==> src/rtl/spi_reg_pkg.sv <==
package spi_reg_pkg;
  localparam int FRAME_BITS = 40;
  localparam int HDR_BITS   = 8;
  localparam int ADDR_W     = HDR_BITS - 1;
  localparam int DATA_W     = FRAME_BITS - HDR_BITS;
  localparam int CNT_W      = $clog2(FRAME_BITS + 2);

  typedef struct packed {
    logic shiftIn;   // capture one MOSI bit
    logic latchHdr;  // header byte complete, store address and flag
    logic loadRd;    // fetch addressed register into transmit shifter
    logic shiftOut;  // present next read bit on MISO
    logic clear;     // frame idle
    logic commit;    // frame closed with exact length
  } ctrlStrb_t;
endpackage

==> src/rtl/spi_reg_sync.sv <==
module spi_reg_sync #(
  parameter int STAGES = 2
) (
  input  logic clk,
  input  logic rst_n,
  input  logic sck,
  input  logic csN,
  input  logic mosi,
  output logic sckRise,
  output logic sckFall,
  output logic csHigh,
  output logic csRise,
  output logic mosiS
);
  logic [STAGES-1:0] sckPipe, csPipe, mosiPipe;
  logic sckPrev, csPrev;

  always_ff @(posedge clk or negedge rst_n) begin
    if (!rst_n) begin
      sckPipe  <= '0;
      csPipe   <= '1;
      mosiPipe <= '0;
      sckPrev  <= 1'b0;
      csPrev   <= 1'b1;
    end else begin
      sckPipe  <= {sckPipe[STAGES-2:0], sck};
      csPipe   <= {csPipe[STAGES-2:0], csN};
      mosiPipe <= {mosiPipe[STAGES-2:0], mosi};
      sckPrev  <= sckPipe[STAGES-1];
      csPrev   <= csPipe[STAGES-1];
    end
  end

  assign sckRise = sckPipe[STAGES-1] & ~sckPrev;
  assign sckFall = ~sckPipe[STAGES-1] & sckPrev;
  assign csHigh  = csPipe[STAGES-1];
  assign csRise  = csPipe[STAGES-1] & ~csPrev;
  assign mosiS   = mosiPipe[STAGES-1];
endmodule

==> src/rtl/spi_reg_ctrl.sv <==
module spi_reg_ctrl
  import spi_reg_pkg::*;
(
  input  logic             clk,
  input  logic             rst_n,
  input  logic             sckRise,
  input  logic             sckFall,
  input  logic             csHigh,
  input  logic             csRise,
  output ctrlStrb_t        strb,
  output logic [CNT_W-1:0] bitCnt
);
  localparam logic [CNT_W-1:0] CNT_HDR_LAST = CNT_W'(HDR_BITS - 1);
  localparam logic [CNT_W-1:0] CNT_HDR      = CNT_W'(HDR_BITS);
  localparam logic [CNT_W-1:0] CNT_FRAME    = CNT_W'(FRAME_BITS);

  logic latchQ, loadQ;
  logic active;

  assign active = ~csHigh;

  always_ff @(posedge clk or negedge rst_n) begin
    if (!rst_n) begin
      bitCnt <= '0;
      latchQ <= 1'b0;
      loadQ  <= 1'b0;
    end else begin
      if (csHigh) bitCnt <= '0;
      else if (sckRise && bitCnt != '1) bitCnt <= bitCnt + 1'b1;
      latchQ <= sckRise & active & (bitCnt == CNT_HDR_LAST);
      loadQ  <= latchQ;
    end
  end

  always_comb begin
    strb.shiftIn  = sckRise & active;
    strb.latchHdr = latchQ;
    strb.loadRd   = loadQ;
    strb.shiftOut = sckFall & active & (bitCnt >= CNT_HDR) & (bitCnt < CNT_FRAME);
    strb.clear    = csHigh;
    strb.commit   = csRise & (bitCnt == CNT_FRAME);
  end
endmodule

==> src/rtl/spi_reg_dp.sv <==
module spi_reg_dp
  import spi_reg_pkg::*;
(
  input  logic              clk,
  input  logic              rst_n,
  input  ctrlStrb_t         strb,
  input  logic              mosiS,
  input  logic [DATA_W-1:0] regRdata,
  output logic [ADDR_W-1:0] regAddr,
  output logic              regWe,
  output logic [DATA_W-1:0] regWdata,
  output logic              misoQ
);
  logic [DATA_W-1:0] rxShift, txShift;
  logic              wrFlag;

  always_ff @(posedge clk or negedge rst_n) begin
    if (!rst_n) begin
      rxShift <= '0;
      txShift <= '0;
      regAddr <= '0;
      wrFlag  <= 1'b0;
      misoQ   <= 1'b0;
    end else begin
      if (strb.shiftIn) rxShift <= {rxShift[DATA_W-2:0], mosiS};
      if (strb.latchHdr) begin
        regAddr <= rxShift[ADDR_W-1:0];
        wrFlag  <= rxShift[ADDR_W];
      end
      if (strb.clear) begin
        misoQ <= 1'b0;
      end else if (strb.loadRd) begin
        txShift <= regRdata;
      end else if (strb.shiftOut) begin
        misoQ   <= txShift[DATA_W-1];
        txShift <= {txShift[DATA_W-2:0], 1'b0};
      end
    end
  end

  assign regWe    = strb.commit & wrFlag;
  assign regWdata = rxShift;
endmodule

==> src/rtl/spi_reg_slave.sv <==
module spi_reg_slave
  import spi_reg_pkg::*;
(
  input  logic              clk,
  input  logic              rst_n,
  input  logic              sck,
  input  logic              csN,
  input  logic              mosi,
  output logic              miso,
  output logic [ADDR_W-1:0] regAddr,
  output logic              regWe,
  output logic [DATA_W-1:0] regWdata,
  input  logic [DATA_W-1:0] regRdata
);
  logic sckRise, sckFall, csHigh, csRise, mosiS, misoQ;
  ctrlStrb_t        strb;
  logic [CNT_W-1:0] bitCnt;

  spi_reg_sync #(.STAGES(2)) sync_i (
    .clk(clk), .rst_n(rst_n), .sck(sck), .csN(csN), .mosi(mosi),
    .sckRise(sckRise), .sckFall(sckFall), .csHigh(csHigh),
    .csRise(csRise), .mosiS(mosiS)
  );

  spi_reg_ctrl ctrl_i (
    .clk(clk), .rst_n(rst_n), .sckRise(sckRise), .sckFall(sckFall),
    .csHigh(csHigh), .csRise(csRise), .strb(strb), .bitCnt(bitCnt)
  );

  spi_reg_dp dp_i (
    .clk(clk), .rst_n(rst_n), .strb(strb), .mosiS(mosiS),
    .regRdata(regRdata), .regAddr(regAddr), .regWe(regWe),
    .regWdata(regWdata), .misoQ(misoQ)
  );

  assign miso = misoQ & ~csN;


  commit_len_chk: assert property (@(posedge clk) disable iff (!rst_n)
    regWe |-> bitCnt == CNT_W'(FRAME_BITS));


  we_pulse_chk: assert property (@(posedge clk) disable iff (!rst_n)
    regWe |=> !regWe);


  hdr_quiet_chk: assert property (@(posedge clk) disable iff (!rst_n)
    (!csHigh && bitCnt < CNT_W'(HDR_BITS)) |-> !misoQ);


  load_time_chk: assert property (@(posedge clk) disable iff (!rst_n)
    strb.loadRd |-> bitCnt == CNT_W'(HDR_BITS));


  addr_hold_chk: assert property (@(posedge clk) disable iff (!rst_n)
    (!csHigh && bitCnt > CNT_W'(HDR_BITS)) |=> $stable(regAddr));
endmodule

==> config.mk <==
export PLATFORM = sky130hd
export DESIGN_NAME = spi_reg_slave
export DESIGN_NICKNAME = d
export VERILOG_FILES = /design/src/rtl/spi_reg_pkg.sv /design/src/rtl/spi_reg_sync.sv /design/src/rtl/spi_reg_ctrl.sv /design/src/rtl/spi_reg_dp.sv /design/src/rtl/spi_reg_slave.sv
export SDC_FILE = /design/constraint.sdc
export NUM_CORES = 1
export LEC_CHECK = 0
export ABC_AREA = 1
export BUFFER_PORTS_ARGS = -buffer_cell sky130_fd_sc_hd__buf_4
export CORE_ASPECT_RATIO = 1.75
export CORE_MARGIN = 5
export CORE_UTILIZATION = 40
export DETAILED_ROUTE_END_ITERATION = 8
export HOLD_SLACK_MARGIN = 0.15
export PLACE_DENSITY_LB_ADDON = 0.05
export RECOVER_POWER = 50
export SLEW_MARGIN = 20
export SYNTH_ARGS = -nofsm -noshare
export SYNTH_HDL_FRONTEND = slang
export SYNTH_SLANG_ARGS = --single-unit
==> constraint.sdc <==
create_clock -name clk -period 1.55 [get_ports clk]
set_clock_uncertainty 0.1 [all_clocks]
set_input_delay 0.0775 -clock clk [delete_from_list [all_inputs] [get_ports clk]]
set_output_delay 0.0775 -clock clk [all_outputs]
set_load 0.05 [all_outputs]
After elaboration in Yosys (flattened, before gate mapping) --
Index checks and enable logic that the tools add are counted.
Operators by class: mux-type cells 7, magnitude comparators 2, bitwise operators 16, reductions and logical operators 6, eq/ne operators 4, add/subtract/negate cells 1
Operator list (count):
- $mux W32 | 2
- $mux W6 | 2
- $and A1 B1 Y1 | 11
- $add A6 B1 Y6 const B | 1
- $eq A6 B3 Y1 const B | 1
- $eq A6 B6 Y1 const B | 1
- $ge A6 B4 Y1 const B | 1
- $lt A6 B6 Y1 const B | 1
- $ne A6 B6 Y1 const B | 1
- $reduce_bool A2 Y1 | 3
- $not A1 Y1 | 5
- $reduce_and A2 Y1 | 2
- $mux W1 | 3
- $ne A2 B2 Y1 const B | 1
- $logic_and A1 B1 Y1 | 1
Storage, ports and cells: flip-flop bits (word level) 89, input bits 37, word-level logic and storage cells 49, output and inout port bits 41

Logic depth before layout (Yosys ltp) --
Gate-level depths: netlist (run 1).
depth in word-level cells 8, gate-level depth with buffers 8, gate-level depth less buffers 8

By module --
From an unflattened synthesis (run 1), not the netlist that was laid out.
Unflattened totals: cell total of the unflattened synthesis 479, area total of the unflattened synthesis 3987.6 µm²
Modules (own cells, without submodules):
- spi_reg_dp | times used 1, area an instance 3264.4 µm², cells an instance 399, seq. area each 1826.8 µm²
- spi_reg_ctrl | times used 1, area an instance 486.7 µm², cells an instance 64, seq. area each 200.2 µm²
- spi_reg_sync | times used 1, area an instance 226.5 µm², cells an instance 14, seq. area each 203.9 µm²
- spi_reg_slave | times used 1, area an instance 10.0 µm², cells an instance 2, seq. area each 0.0 µm²

Worst setup path after synthesis (run 1) --
OpenSTA, ideal clock, no wires.
path type register to output, start register sync_i.csPipe[1], end output regWe, buffers on the path 1, cell stages (with the launch flop) 4, arrival 2.303 ns, data required time 1.372 ns, slack -0.930 ns, cell sequence dfstp_2 inv_1 buf_2 nor4_1
On the way: cells in the longest elaborated chain, start to end 3
RTL lines:
- start: declaration | line spi_reg_sync.sv:15 | logic [STAGES-1:0] sckPipe, csPipe, mosiPipe;
- start signal: assignment | line spi_reg_sync.sv:27 | csPipe <= {csPipe[STAGES-2:0], csN};
- $and A1 B1 Y1 | line spi_reg_sync.sv:37 | assign csRise = csPipe[STAGES-1] & ~csPrev;
- $and A1 B1 Y1 | line spi_reg_ctrl.sv:41 | strb.commit = csRise & (bitCnt == CNT_FRAME);
- $and A1 B1 Y1 | line spi_reg_dp.sv:41 | assign regWe = strb.commit & wrFlag;
- end: declaration | line spi_reg_slave.sv:11 | output logic regWe,
No other way between the ends.

Worst setup path after layout (run 1) --
start register ctrl_i.bitCnt[0], end output regWe
On the way: cells in the longest elaborated chain, start to end 3
RTL lines:
- start: declaration | line spi_reg_ctrl.sv:11 | output logic [CNT_W-1:0] bitCnt
- start signal: assignment | line spi_reg_ctrl.sv:29 | else if (sckRise && bitCnt != '1) bitCnt <= bitCnt + 1'b1;
- $eq A6 B6 Y1 | line spi_reg_ctrl.sv:41
- $and A1 B1 Y1 | line spi_reg_ctrl.sv:41
- $and A1 B1 Y1 | line spi_reg_dp.sv:41
No other way between the ends.

==> metrics.md, run 1 <==
| Metric | Value |
|---|---|
| Status | `complete, but fails checks` |
| Failing checks | `setup timing` |
| Synth Area per Inst | `9.09 sq um` |
| IO Port Bufs | `77` |
| Vias per inst | `roughly 4.6` |
| Nets@finish | `597` |
| Terminus of the critical flop-to-flop path | `dp_i.txShift[18]` |
| Pre-CTS setup slack | `-0.0417 ns` |
| Chip Width | `~86 um` |
| Seq cells post-synth | `89` |
| Core Region | `about 0.0098 sq mm` |
| Site Rows | `48` |
| Leak | `2.58 nW` |
| Worst R2R Setup Slack | `-0.04 ns` |
| Min Clock Period, post-route | `1.71 ns` |
| Fin cells | `687` |
| Max Cap Viol | `0` |
| Post-route setup slack | `-0.158 ns` |
| Fin. Hold Viols | `0` |
| Kind of critical path | `reg -> out` |
| Worst Path Arrival | `~1.5 ns` |
| Count of different cell masters after synthesis | `26` |
| Inst Count DP | `635` |
| Commonest non-fill, non-tap cells in the layout | `131 x nand2_1, 85 x dfrtp_1, 47 x inv_1` |
| Synth warn | `0` |
| Hold endpoint | `sync_i.sckPipe[1]` |
| Pwr Total | `5.31 mW` |
| Crit path largest cell delay | `approximately 0.42 ns` |
| DRC Markers | `0` |
| Setup TNS | `-0.544 ns` |
| CTS Buf Count | `9` |
| Post-Synthesis Net Count | `483` |
| Clock insertion delay at the later pin of the skew report | `0.33 ns` |
| First-pass GRT wire length | `14.7 mm` |
| ANT nets after route | `0` |
| Number of global-route vias before repair | `3242` |
| Rel. slew slack | `between 60% and 70%` |
| Initial antenna violation count | `0` |
| Hold wc startpoint | `sync_i.sckPipe[0]` |
| Largest net degree at the start of global routing | `slightly above 50` |
| Setup Fix Bufs, Post-CTS | `0` |
| Htree depth | `3` |
| Post-synthesis sequential area ratio | `55.3%` |
| Setup-failing EPs final | `25` |
| Reg2Reg Depth | `6` |
| RSZ-0062 raised after global routing | `yes` |
| CTS max path bufs | `2` |
| Initial core utilization | `between 40 and 50%` |
| Pwr Density | `997 mW/mm^2` |
| Diode count | `0` |
| Final core utilization | `54.0%` |
| Total number of vias | `around 3200` |
| Startpoint class of the critical path | `flip-flop` |
| CTS Sinks | `89` |
| WL final | `between 8 and 9 mm` |
| Period utilization | `110%` |
| Crit path launch | `ctrl_i.bitCnt[0]` |
| Final Max Tran Viols | `0` |
| CTS tree | `yes` |
| Tot GR Track Use | `14.9%` |
| DP HPWL | `5.73 mm` |
| GRT overflow | `0` |
| Max Fclk | `0.585 GHz` |
| Io pins | `78` |
| Post-Synthesis Cell Area | `0.00404 sq mm` |
| Total die area | `0.0123 sq mm` |
| Detailed Routing Iterations Pass 1 | `4` |
| Final instance area | `0.00532 sq mm` |
| Initial drt markers | `112` |
| CP cell instances | `inv_2, ha_1, nand4_1, nor4_4, buf_6` |
| RR Startpoint | `ctrl_i.bitCnt[3]` |
| Worst min-delay path category | `reg -> reg` |
| CP max stage cell | `dfrtp_1` |
| Syn Inst Count | `between 400 and 500` |
| Maximum vdd ir drop | `700 uV` |
| Hold Slack | `0.250 ns` |
| RD Place Congestion | `0.727` |
| Routed wire per std cell | `12.3 um` |
| Worst hold path depth | `0` |
| Die height | `roughly 140 um` |
| Placed cell area | `approximately 0.0047 sq mm` |
| Clock Root Buffer | `clkbuf_16` |
| Share of layout cells above drive strength 1 | `~30%` |
| Most common cell after layout, fill and taps aside | `nand2_1` |
| CP max FO | `4` |
| Worst-path clk slew | `0.06 ns` |
| Slew @ Worst Pin | `0.601 ns` |
| Area growth, synth to finish | `31.8%` |
| CP endpoint kind | `output port` |
| Worst EP required | `~1.4 ns` |
-- how the worst max path moves through the flow --
stage                             endpoint  slack, ns  cells after the start
after global placement    ctrl_i.bitCnt[2]      -0.02                      5
after detailed placement  ctrl_i.bitCnt[5]      -0.04                      8
after floorplan                      regWe      0.007                      3
final                                regWe      -0.16                      5
after CTS                            regWe      -0.19                      5
after global routing                 regWe      -0.23                      5
-- power by group --
| group | internal, mW | switching [mW] |
|---|---|---|
| Clock | 1.45 | 0.870 |
| Sequential | 2.39 | 0.0527 |
| Combinational | 0.190 | 0.355 |
-- critical path, delay by kind of cell, from the launching register on --
| kind | cells | cell delay, ns |
|---|---|---|
| adders and majority gates | 1 | 0.16 |
| buffers and inverters | 2 | 0.29 |
| and+or+nand+nor | 2 | 0.34 |
| DFF | 1 | 0.42 |
-- routing by layer --
layer	track usage [%]	part of all wire, %	vias to the layer above
met2	25.1	50	53
met3	3.81	4.6	10
met5	0	0	-
met4	5.50	1.6	0
met1	18.3	44	1477
li1	-	-	1615
-- repair_timing --
item,in CTS,in global routing
hold buffers,37,0
endpoints found under the hold margin,124,0
pin swaps,1,2
setup endpoints to repair,3,34
gates resized for setup,4,9
-- cell families (layout without fill, tap and decap cells) --
family,after synthesis,after routing,synth area share (%)
adder cells (fa/ha/maj),2,2,0.620
buffers and inverters,73,191,9.33
AND/OR/NAND/NOR,195,195,21.6
AO/OA/AOI/OAI,85,85,13.2
flip-flops,89,89,55.3
-- flip-flops by register name, summed over array words and instances, names as in the netlist --
name and flops:
ctrl_i.loadQ 1, ctrl_i.latchQ 1, dp_i.regWdata 32, dp_i.wrFlag 1, dp_i.txShift 32, ctrl_i.bitCnt 6
sync_i.csPipe 2, sync_i.mosiPipe 2, sync_i.sckPipe 2, sync_i.csPrev 1, sync_i.sckPrev 1, dp_i.misoQ 1
dp_i.regAddr 7
-- cell usage after synthesis, drive strengths merged --
cell type,count,area share [%]
nand4,4,0.62
dfrtp,86,53
or2,1,0.16
a21oi,7,0.87
nand3,9,1.5
nand2,161,17
clkbuf,4,0.37
buf,18,4.2
dfstp,3,2.0
nor2,17,1.6
nor3,1,0.12
ha,2,0.62
nor4,2,0.31
o21ai,78,12
inv,51,4.7
-- area by class of cell --
type,count,area [sq um]
inverter,51,194
timing repair buffer,125,970
sequential,89,2230
clock inverter,5,78.8
clock buffer,10,239
multi-input combinational,282,1450
tap,125,156
fill,970,4530
No activity file was read; power rests on OpenSTA's default activity.
==> inputs of run 2 (changes only) <==
Settings changed: ABC_AREA 1 to default.
==> run 2 against run 1 <==
  * First-iteration DRC count grew 82%
  * Cell count is 11% lower
  * Core utilization rose by 6.4 points
  * Sequential power increased by 5%
  * Sequential share of layout area is 4.6 points lower
  * Global-route usage rose by 3.8 points
  * Power grew 11%
  * The run still ends with setup timing left
  * Via count rose by 10%
  * Maximum frequency grew 2.6%
  * Critical path type unchanged
  * Clock-buffer cell count decreased by 1
  * Worst setup slack improved by 0.043 ns
  * Clock power about the same
==> metrics.md, run 2 <==
| Metric | Value |
|---|---|
| Status | `complete, but fails checks` |
| Failing checks | `setup timing` |
| Pre-CTS setup slack | `-0.127 ns` |
| Cell taking the most area after synthesis | `dfrtp_1` |
| Synth warn | `0` |
| RSZ-0062 raised after global routing | `yes` |
| Internal power | `approximately 4.2 mW` |
| WL final | `approximately 12 mm` |
| Post-synthesis sequential area ratio | `55.2%` |
| Max Fclk | `0.600 GHz` |
| Max Cap Viol | `0` |
| CP max FO | `2` |
| Worst Setup EP | `regWe` |
| Yosys top cell area share | `53.3%` |
| Initial drt markers | `204` |
| Synth Area per Inst | `approximately 12 sq um` |
| Hold Slack | `0.256 ns` |
| Area of the multi-input gates | `0.00174 sq mm` |
| GRT overflow | `0` |
| Initial core utilization | `40.8%` |
| Pwr Density | `around 990 mW/mm^2` |
| First-pass GRT wire length | `18.2 mm` |
| Initial antenna violation count | `0` |
| Leak | `2.67 nW` |
| Post-Synthesis Net Count | `about 380` |
| Period utilization | `107%` |
| Busiest grt layer | `met2` |
| DP HPWL | `6.93 mm` |
| Async S/R FF share, synth | `100%` |
| FF/Latch Area | `0.00223 sq mm` |
| Pwr Total | `5.91 mW` |
| Slew @ Worst Pin | `0.755 ns` |
| Worst EP required | `1.37 ns` |
| CP endpoint kind | `output port` |
| Syn Inst Count | `roughly 340` |
| CTS tree | `yes` |
| Most common cell in the netlist | `dfrtp_1` |
| Chip Width | `86.0 um` |
| Switching part of the total | `between 20% and 30%` |
| Crit path launch | `sync_i.csPipe[1]` |
| Largest net degree at the start of global routing | `between 50 and 60` |
| Vias per inst | `5.71` |
| Total number of vias | `3479` |
| Synth top area cells | `dfrtp_1 53%, mux2_2 11%, o31ai_1 5.8%, a31oi_1 5.0%, nand4_1 4.8%` |
| Final instance area | `between 0.005 and 0.006 sq mm` |
| Synth top cells by count | `86 x dfrtp_1, 39 x mux2_2, 32 x a31oi_1, 31 x nand4_1, 31 x o31ai_1` |
| Filler Cells Inserted | `roughly 850` |
| M3 GR Usage | `3.52%` |
| Number of global-route vias before repair | `~3600` |
| Io pins | `78` |
| Routed wire per std cell | `just under 20 um` |
| Setup-failing EPs final | `66` |
| Placed cell area | `0.00498 sq mm` |
| Htree depth | `3` |
| Detailed Routing Iterations Pass 1 | `5` |
| Clock insertion delay at the later pin of the skew report | `0.34 ns` |
| Site Rows | `48` |
| Power share of the clock group | `between 30 and 40%` |
| CTS max path bufs | `2` |
| Power share of the combinational group | `17.7%` |
| Die height | `143 um` |
| Rel. slew slack | `49.6%` |
| Final Max Tran Viols | `0` |
| P_sw | `1.73 mW` |
| RR Startpoint | `sync_i.csPipe[1]` |
| Post-route setup slack | `-0.115 ns` |
| IO Port Bufs | `77` |
| Core Region | `0.00991 sq mm` |
| Worst-path clk slew | `0.07 ns` |
| Total die area | `about 0.012 sq mm` |
| Startpoint class of the critical path | `flip-flop` |
| Reg2Reg Depth | `6` |
| Worst min-delay path category | `reg -> reg` |
| ANT nets after route | `0` |
| Count of different cell masters after synthesis | `39` |
| Register share of total power | `a little over two fifths` |
| Commonest non-fill, non-tap cells in the layout | `83 x dfrtp_1, 83 x buf_4, 38 x mux2_2` |
| Post-synth EDFFs | `0` |
| Global Route met1 Usage | `22.9%` |
| M2 GR Usage | `32.5%` |
| RD Place Congestion | `between 0.7 and 0.8` |
| Kind of critical path | `reg -> out` |
| DRC Markers | `0` |
| Terminus of the critical flop-to-flop path | `dp_i.txShift[4]` |
| Post-Synthesis Cell Area | `roughly 0.0040 sq mm` |
| Tot GR Track Use | `18.7%` |
| Worst R2R Setup Slack | `-0.07 ns` |
| Setup TNS | `-2.84 ns` |
| Area growth, synth to finish | `48.2%` |
| Seq cells post-synth | `89` |
| CTS Sinks | `89` |
| Top FF cell, synth | `dfrtp_1` |
| Worst Path Arrival | `1.49 ns` |
| Diode count | `0` |
| Share of layout cells above drive strength 1 | `about 40%` |
| Maximum vdd ir drop | `749 uV` |
| Min Clock Period, post-route | `1.67 ns` |
| Clock Root Buffer | `clkbuf_16` |
| CTS Buf Count | `9` |
| Nets@finish | `518` |
| Fin. Hold Viols | `0` |
-- run 2: changes by cell type in the layout (fill, tap and decap cells not counted), sizes merged, moves of 20 or more --
cell    previous run  this run
nand2            161         4
a31oi              0        32
buf               46       102
o22ai              0        30
o31ai              0        31
inv               52         8
mux2               0        42
o21ai             78         3
clkbuf            52        32
nand4              4        31
-- run 2: area by class of cell --
type / count / area share, %
clock buffer: 9 / 3.76
clock inverter: 7 / 1.59
inverter: 4 / 0.251
multi-input combinational: 213 / 29.0
sequential: 89 / 37.3
tap: 125 / 2.61
timing repair buffer: 162 / 25.5
-- run 2: metrics by stage --
| step | instances | utilization, % |
|---|---|---|
| after floorplan | 344 | - |
| after global placement | 541 | 50.3 |
| after detailed placement | 541 | 50.3 |
| after CTS | 600 | 58.5 |
| after global routing | 609 | 60.5 |
| final | 609 | 60.5 |
-- run 2: worst min path at each step --
| stage | startpoint | end | slack [ns] | depth (start not counted) |
|---|---|---|---|---|
| 3_3_place_gp | rst_n | dp_i.txShift[26] | -0.03 | 2 |
| 2_1_floorplan | rst_n | ctrl_i.bitCnt[0] | -0.32 | 0 |
| 3_5_place_dp | rst_n | dp_i.txShift[26] | -0.02 | 2 |
| 5_1_grt | sync_i.csPipe[0] | sync_i.csPipe[1] | 0.26 | 0 |
| 4_1_cts | rst_n | dp_i.txShift[25] | 0.17 | 3 |
| 6_report | sync_i.mosiPipe[0] | sync_i.mosiPipe[1] | 0.26 | 0 |
-- run 2: critical path, cell delays in order, from the launching register on --
cell and delay, ns:
dfstp_2 0.55, buf_8 0.10, nand4_1 0.13, nor4_4 0.17
buf_6 0.19
-- run 2: cells by family after synthesis --
logic type | count (synthesis) | share of synthesized area, %
buf+inv | 42 | 4.77
fa+ha+maj | 2 | 0.619
simple gates | 64 | 10.1
flops | 89 | 55.2
compound gates | 105 | 17.6
mux | 42 | 11.7
-- run 2: power by group through the flow --
stage	sequential, mW	clock (mW)	combinational [mW]
after floorplan	2.91	0	0.196
after global placement	2.60	0	0.905
after detailed placement	2.60	0	0.911
after CTS	2.56	2.39	1.01
after global routing	2.57	2.47	1.10
final	2.56	2.31	1.05
-- run 2: routing by layer --
| metal | share of wire, % | vias up |
|---|---|---|
| li1 | - | 1628 |
| met2 | 55 | 100 |
| met1 | 39 | 1742 |
| met5 | 0 | - |
| met3 | 4.0 | 9 |
| met4 | 1.1 | 0 |
-- run 2: timing repair --
item,CTS,global route
gates cloned,3,6
endpoints found under the hold margin,124,0
resized for setup,11,25
hold buffers,37,0
pin swaps,16,20
endpoints found under the setup margin,34,69
buffers inserted,3,3
